### config.mk
export PLATFORM = sky130hd
export DESIGN_NAME = romrd_ctrl
export DESIGN_NICKNAME = d
export VERILOG_FILES = /design/src/rtl/romrd_pkg.sv /design/src/rtl/romrd_seq.sv /design/src/rtl/romrd_cs_decode.sv /design/src/rtl/romrd_capture.sv /design/src/rtl/romrd_ctrl.sv
export SDC_FILE = /design/constraint.sdc
export NUM_CORES = 1
export LEC_CHECK = 0
export BUFFER_PORTS_ARGS = -buffer_cell sky130_fd_sc_hd__buf_2
export CORE_ASPECT_RATIO = 0.8
export CORE_MARGIN = 2
export CORE_UTILIZATION = 51
export CTS_CLUSTER_DIAMETER = 200
export DETAILED_ROUTE_END_ITERATION = 10
export PLACE_DENSITY = 0.84
export SYNTH_ARGS = -nofsm -noshare
export SYNTH_HDL_FRONTEND = slang
export SYNTH_SLANG_ARGS = --single-unit
### constraint.sdc
create_clock -name clk -period 2.5 [get_ports clk]
set_input_delay 0.5 -clock clk [delete_from_list [all_inputs] [get_ports clk]]
set_output_delay 0.5 -clock clk [all_outputs]
set_load 0.05 [all_outputs]
### src/rtl/romrd_pkg.sv
package romrd_pkg;

  typedef enum logic [1:0] {
    ST_IDLE   = 2'd0,
    ST_ACCESS = 2'd1,
    ST_FLOAT  = 2'd2
  } seq_state_e;

  // whole clock cycles needed to cover a delay, rounded up
  function automatic int ceil_cycles(input int t_ps, input int clk_ps);
    if (clk_ps <= 0) return 0;
    return (t_ps + clk_ps - 1) / clk_ps;
  endfunction

  function automatic int max2(input int a, input int b);
    return (a > b) ? a : b;
  endfunction

  // cycles output-enable may trail chip-enable without losing access time
  function automatic int oe_lead(input int n_acc, input int n_ce, input int n_oe);
    int d;
    d = max2(n_acc, n_ce);
    return (n_oe >= d) ? 0 : d - n_oe;
  endfunction

  // cycles the strobes are held low: deadline plus one sampling cycle
  function automatic int act_cycles(input int n_acc, input int n_ce);
    return max2(n_acc, n_ce) + 1;
  endfunction

endpackage

### src/rtl/romrd_seq.sv
module romrd_seq
  import romrd_pkg::*;
#(
  parameter int ACT_CYC   = 7,
  parameter int LEAD_CYC  = 3,
  parameter int FLOAT_CYC = 3,
  localparam int CNT_W    = $clog2(max2(ACT_CYC, FLOAT_CYC) + 1),
  localparam int LEAD_M1  = (LEAD_CYC > 0) ? LEAD_CYC - 1 : 0
) (
  input  logic clk,
  input  logic rst_n,
  input  logic req,
  output logic ready,
  output logic ce_act,
  output logic oe_act,
  output logic acc_start,
  output logic smp_evt,
  output logic float_done
);

  seq_state_e       state;
  logic [CNT_W-1:0] cnt;

  assign ready      = (state == ST_IDLE);
  assign acc_start  = req && ready;
  assign smp_evt    = (state == ST_ACCESS) && (cnt == CNT_W'(ACT_CYC - 1));
  assign float_done = (state == ST_FLOAT) && (cnt == CNT_W'(FLOAT_CYC - 1));

  always_ff @(posedge clk or negedge rst_n) begin
    if (!rst_n) begin
      state  <= ST_IDLE;
      cnt    <= '0;
      ce_act <= 1'b0;
      oe_act <= 1'b0;
    end else begin
      unique case (state)
        ST_IDLE: begin
          if (acc_start) begin
            state  <= ST_ACCESS;
            cnt    <= '0;
            ce_act <= 1'b1;
            oe_act <= (LEAD_CYC == 0);
          end
        end
        ST_ACCESS: begin
          if (smp_evt) begin
            state  <= ST_FLOAT;
            cnt    <= '0;
            ce_act <= 1'b0;
            oe_act <= 1'b0;
          end else begin
            cnt <= cnt + 1'b1;
            if ((LEAD_CYC > 0) && (cnt == CNT_W'(LEAD_M1))) oe_act <= 1'b1;
          end
        end
        ST_FLOAT: begin
          if (float_done) begin
            state <= ST_IDLE;
            cnt   <= '0;
          end else begin
            cnt <= cnt + 1'b1;
          end
        end
        default: begin
          state  <= ST_IDLE;
          cnt    <= '0;
          ce_act <= 1'b0;
          oe_act <= 1'b0;
        end
      endcase
    end
  end

endmodule

### src/rtl/romrd_cs_decode.sv
module romrd_cs_decode #(
  parameter int NDEV  = 2,
  localparam int SEL_W = (NDEV > 1) ? $clog2(NDEV) : 1
) (
  input  logic             ce_act,
  input  logic [SEL_W-1:0] dev_sel,
  output logic [NDEV-1:0]  ce_n
);

  for (genvar g = 0; g < NDEV; g++) begin : g_dev
    assign ce_n[g] = !(ce_act && (dev_sel == SEL_W'(g)));
  end

endmodule

### src/rtl/romrd_capture.sv
module romrd_capture #(
  parameter int DATA_W = 8
) (
  input  logic              clk,
  input  logic              rst_n,
  input  logic              smp_evt,
  input  logic [DATA_W-1:0] mem_d,
  output logic              rvalid,
  output logic [DATA_W-1:0] rdata
);

  always_ff @(posedge clk or negedge rst_n) begin
    if (!rst_n) begin
      rvalid <= 1'b0;
      rdata  <= '0;
    end else begin
      rvalid <= smp_evt;
      if (smp_evt) rdata <= mem_d;
    end
  end

endmodule

### src/rtl/romrd_ctrl.sv
module romrd_ctrl
  import romrd_pkg::*;
#(
  parameter int ADDR_W    = 19,
  parameter int DATA_W    = 8,
  parameter int NDEV      = 2,
  parameter int CLK_PS    = 20000,
  parameter int T_ACC_PS  = 120000,
  parameter int T_CE_PS   = 120000,
  parameter int T_OE_PS   = 50000,
  parameter int T_DF_PS   = 45000,
  localparam int SEL_W    = (NDEV > 1) ? $clog2(NDEV) : 1,
  localparam int HADDR_W  = (NDEV > 1) ? ADDR_W + SEL_W : ADDR_W
) (
  input  logic               clk,
  input  logic               rst_n,
  input  logic               req,
  input  logic [HADDR_W-1:0] req_addr,
  output logic               ready,
  output logic               rvalid,
  output logic [DATA_W-1:0]  rdata,
  output logic [ADDR_W-1:0]  mem_addr,
  output logic [NDEV-1:0]    mem_ce_n,
  output logic               mem_oe_n,
  input  logic [DATA_W-1:0]  mem_d
);

  localparam int NACC      = ceil_cycles(T_ACC_PS, CLK_PS);
  localparam int NCE       = ceil_cycles(T_CE_PS, CLK_PS);
  localparam int NOE       = ceil_cycles(T_OE_PS, CLK_PS);
  localparam int NDF       = ceil_cycles(T_DF_PS, CLK_PS);
  localparam int LEAD_CYC  = oe_lead(NACC, NCE, NOE);
  localparam int ACT_CYC   = act_cycles(NACC, NCE);
  localparam int FLOAT_CYC = (NDF < 1) ? 1 : NDF;

  // internal events, brought out by name for the checker
  logic             acc_start;
  logic             smp_evt;
  logic             float_done;
  logic             ce_act;
  logic             oe_act;
  logic [SEL_W-1:0] dev_q;
  logic [SEL_W-1:0] dev_in;

  if (NDEV > 1) begin : g_multi
    assign dev_in = req_addr[HADDR_W-1:ADDR_W];
  end else begin : g_single
    assign dev_in = '0;
  end

  always_ff @(posedge clk or negedge rst_n) begin
    if (!rst_n) begin
      mem_addr <= '0;
      dev_q    <= '0;
    end else if (acc_start) begin
      mem_addr <= req_addr[ADDR_W-1:0];
      dev_q    <= dev_in;
    end
  end

  romrd_seq #(
    .ACT_CYC   (ACT_CYC),
    .LEAD_CYC  (LEAD_CYC),
    .FLOAT_CYC (FLOAT_CYC)
  ) u_seq (
    .clk        (clk),
    .rst_n      (rst_n),
    .req        (req),
    .ready      (ready),
    .ce_act     (ce_act),
    .oe_act     (oe_act),
    .acc_start  (acc_start),
    .smp_evt    (smp_evt),
    .float_done (float_done)
  );

  romrd_cs_decode #(
    .NDEV (NDEV)
  ) u_dec (
    .ce_act  (ce_act),
    .dev_sel (dev_q),
    .ce_n    (mem_ce_n)
  );

  assign mem_oe_n = !oe_act;

  romrd_capture #(
    .DATA_W (DATA_W)
  ) u_cap (
    .clk     (clk),
    .rst_n   (rst_n),
    .smp_evt (smp_evt),
    .mem_d   (mem_d),
    .rvalid  (rvalid),
    .rdata   (rdata)
  );

endmodule

==> results.md <==
- The run finished with clean final reports.
- The post-route netlist has 56.4% of its cells at a drive strength greater than 1.
- After synthesis, flip-flops and latches occupy 58.6% of the total area.
- The data arrival time of the critical path is 2.00 ns.
- The peak supply drop is 0.664 mV.
- The HPWL reported at the end of detailed placement is 2.16 mm.
- The final non-filler cell area is ~2000 um2.
- The average wire per cell in the routed design is 13.0 um.
- For this block, the initial DRC count from the detailed router was 34.
- Clock latency on the worst-skew pair, taken at its later pin, is between 0.2 and 0.3 ns.
- The worst path needs roughly 1.8 ns of the cycle, external delays included.
- The number of placed instances, taps included, is about 210.
- In this run, post-CTS repair resized a total of 0 instances.
- The number of antenna diodes is 0.
- The core region is ~2800 um2.
- The wire length of the first global-routing pass is about 4.5 mm.
- The die is 53.1 um tall.
- STA classifies the critical path endpoint as a flip-flop.
- The number of synthesized flops with an enable pin is 0.
- The max-slew violation count is 0.
- After layout, the worst path uses 73.6% of the clock period.
- The placement-stage cell area is 1880 um2.
- The clock skew is 0.00814 ns.
- Overall power consumption after layout is estimated at 2.80 mW.
- The area of the die is approximately 3500 um2.
- The number of nets at the end of the flow is ~220.
- Hold is met by 0.290 ns.
- Counting the fill cells in the layout gives 215.
- At the end of the flow the core is filled with cells to 70.0%.
- Measured against its own limit, the worst slew margin works out to 49.0%.
- The power per cell area is ~1400 nW/um2.
- The via count of the first global-routing pass is 1055.
- In this run the core area contains 17 standard-cell rows.
- The all-layer global routing usage is between 10% and 20%.
- The CTS tree is yes.
- STA classifies the critical path startpoint as a flip-flop.
- The worst-path maximum fanout is 9.
- The yosys synthesis warning count is 0.
- In the post-route analysis, the smallest setup slack over all paths is ~0.66 ns.
- Excluding fillers, the count of instances in the completed layout stands at ~220.
- Data on the critical path is required at its endpoint by ~2.7 ns.
- The share of flip-flops with an asynchronous set or reset is 100%.
- The maximum frequency from static timing analysis is approximately 0.54 GHz.
- The number of antenna violations at the first check in global routing is 0.
- After synthesis the cells add up to 1540 um2.
- The H-tree was split into 2 levels.
- In the routed design, unresolved DRC markers number 0.
- Clock-pin slew was measured on the worst setup and hold paths at 0.06 ns.
- The total I/O pin count is 63.
- The leading cell type in the layout, fill and taps excluded is sky130_fd_sc_hd__buf_2.
- The final setup violation count is 0.
- The post-CTS setup-driven buffer insertion count is 0.
- In the layout the commonest cells are 62 x sky130_fd_sc_hd__buf_2, 36 x sky130_fd_sc_hd__dfrtp_1, 28 x sky130_fd_sc_hd__mux2_2.
- Setup total negative slack on the finished layout was measured at 0 ns.
- The average size of a mapped cell is between 10 and 15 um2.
- Once the floorplan was initialized, standard cells occupied 54.7% of the core.
- After detailed routing, the number of vias per cell comes to 4.98.
- The synthesized netlist contains 20 unique library cells.
- The clock tree root buffer cell is sky130_fd_sc_hd__clkbuf_8.
- Clock tree synthesis inserted a total of 5 buffers.
- The number of failing hold endpoints at the final stage is 0.
- The area growth from synthesis to layout is 27.9%.
- The max capacitance violation total is 0.
- Setup repair after global routing left no endpoint under its margin.
- The count of input and output buffers is 62.
- The reported leakage power is approximately 1 nW.
- The number of instances in the synthesized netlist is 112.
- Clock tree synthesis found a total of 36 sinks.
- For this run, the leading register cell type out of synthesis is sky130_fd_sc_hd__dfrtp_1.
- The class of the tightest hold or removal check is in2async.
- The total routed wirelength is 2.82 mm.
- The routed via count is 1081.
- At the pin with the least slew margin, the transition time is 0.765 ns.
- Before antenna repair, the detailed router went through 4 iterations.
- Synthesis inferred 36 register bits.
- In this run the deepest clock path goes through 2 buffers.
- In this run the remaining antenna-violating nets after routing total 0.
- Summed over all layers, the global routing overflow is 0.
- The worst setup path is of the reg2reg kind.
- The hold buffer count at CTS is 0.
- Synthesis produced a netlist with a net count of roughly 150.
- The width of the chip is about 65 um.
- OpenSTA, run right after detailed placement, puts the worst setup slack at 0.690 ns.
- The final weighted congestion in routability-driven placement is 0.825.
- Entering global routing, the biggest net connects 37 pins.
==> report_power, final <==
group	switching [mW]	internal, mW
Sequential	0.103	0.795
Combinational	1.04	0.452
Clock	0.185	0.224
==> path summary, 6_finish.rpt <==
| kind | cells past startpoint | slack [ns] | start | to |
|---|---|---|---|---|
| max | 5 | 0.66 | u_seq.state[0] | u_seq.state[0] |
| min | 1 | 0.29 | rst_n | mem_addr[2] |
| max reg2reg | 5 | 0.66 | u_seq.state[0] | u_seq.state[0] |
| min reg2reg | 1 | 0.50 | mem_addr[0] | mem_addr[0] |
| max in group asynchronous | 1 | 1.72 | rst_n | u_seq.ce_act |
| min in group clk | 2 | 0.44 | req_addr[14] | mem_addr[14] |
==> worst max-delay path, stage by stage (launching register included) <==
cell and delay, ns:
sky130_fd_sc_hd__dfrtp_1 0.39, sky130_fd_sc_hd__inv_1 0.11, sky130_fd_sc_hd__ha_1 0.23, sky130_fd_sc_hd__nor2b_1 0.56, sky130_fd_sc_hd__nor2_4 0.11, sky130_fd_sc_hd__mux2_4 0.32
==> Yosys cell counts, types with 2 or more instances <==
master                     n  area share (%)
sky130_fd_sc_hd__buf_2     3            0.98
sky130_fd_sc_hd__nand2_1   6             1.5
sky130_fd_sc_hd__a21oi_1   4             1.3
sky130_fd_sc_hd__nor2b_1   2            0.81
sky130_fd_sc_hd__inv_1     7             1.7
sky130_fd_sc_hd__mux2i_1   3             2.0
sky130_fd_sc_hd__nor3b_1   2            0.98
sky130_fd_sc_hd__dfrtp_1  36              59
sky130_fd_sc_hd__o21ai_0   4             1.3
sky130_fd_sc_hd__mux2_2   28              21
sky130_fd_sc_hd__nor2_1    3            0.73
sky130_fd_sc_hd__ha_1      6             4.9
==> cells by family after synthesis <==
logic type | Yosys count | synth area share, %
flip-flops | 36 | 58.6
AND/OR/NAND/NOR | 18 | 6.43
adder cells (fa/ha/maj) | 6 | 4.89
AO/OA/AOI/OAI | 9 | 3.18
buffers and inverters | 11 | 3.42
multiplexers | 32 | 23.5
==> flip-flops by register name (all words and copies together) (netlist names) <==
register	count
u_seq.cnt	3
u_seq.state	2
mem_addr	19
u_seq.ce_act	1
u_cap.rdata	8
u_seq.oe_act	1
u_cap.rvalid	1
dev_q	1
==> layout make-up <==
type,count,area [um2],share of cell area [%]
flip-flops and latches,36,901,45.8
multi-input cells,65,583,29.7
repair buffers,63,318,16.2
clock buffers,8,90.1,4.58
well taps,38,47.5,2.42
inverters,7,26.3,1.34
==> layer usage <==
layer	part of all wire, %	global-route usage (%)	up-vias
li1	-	-	511
met1	43	20.2	521
met2	48	31.1	44
met3	7.2	5.11	5
met4	1.5	10.4	0
met5	0	0	-
(Power assumes the default switching activity.)
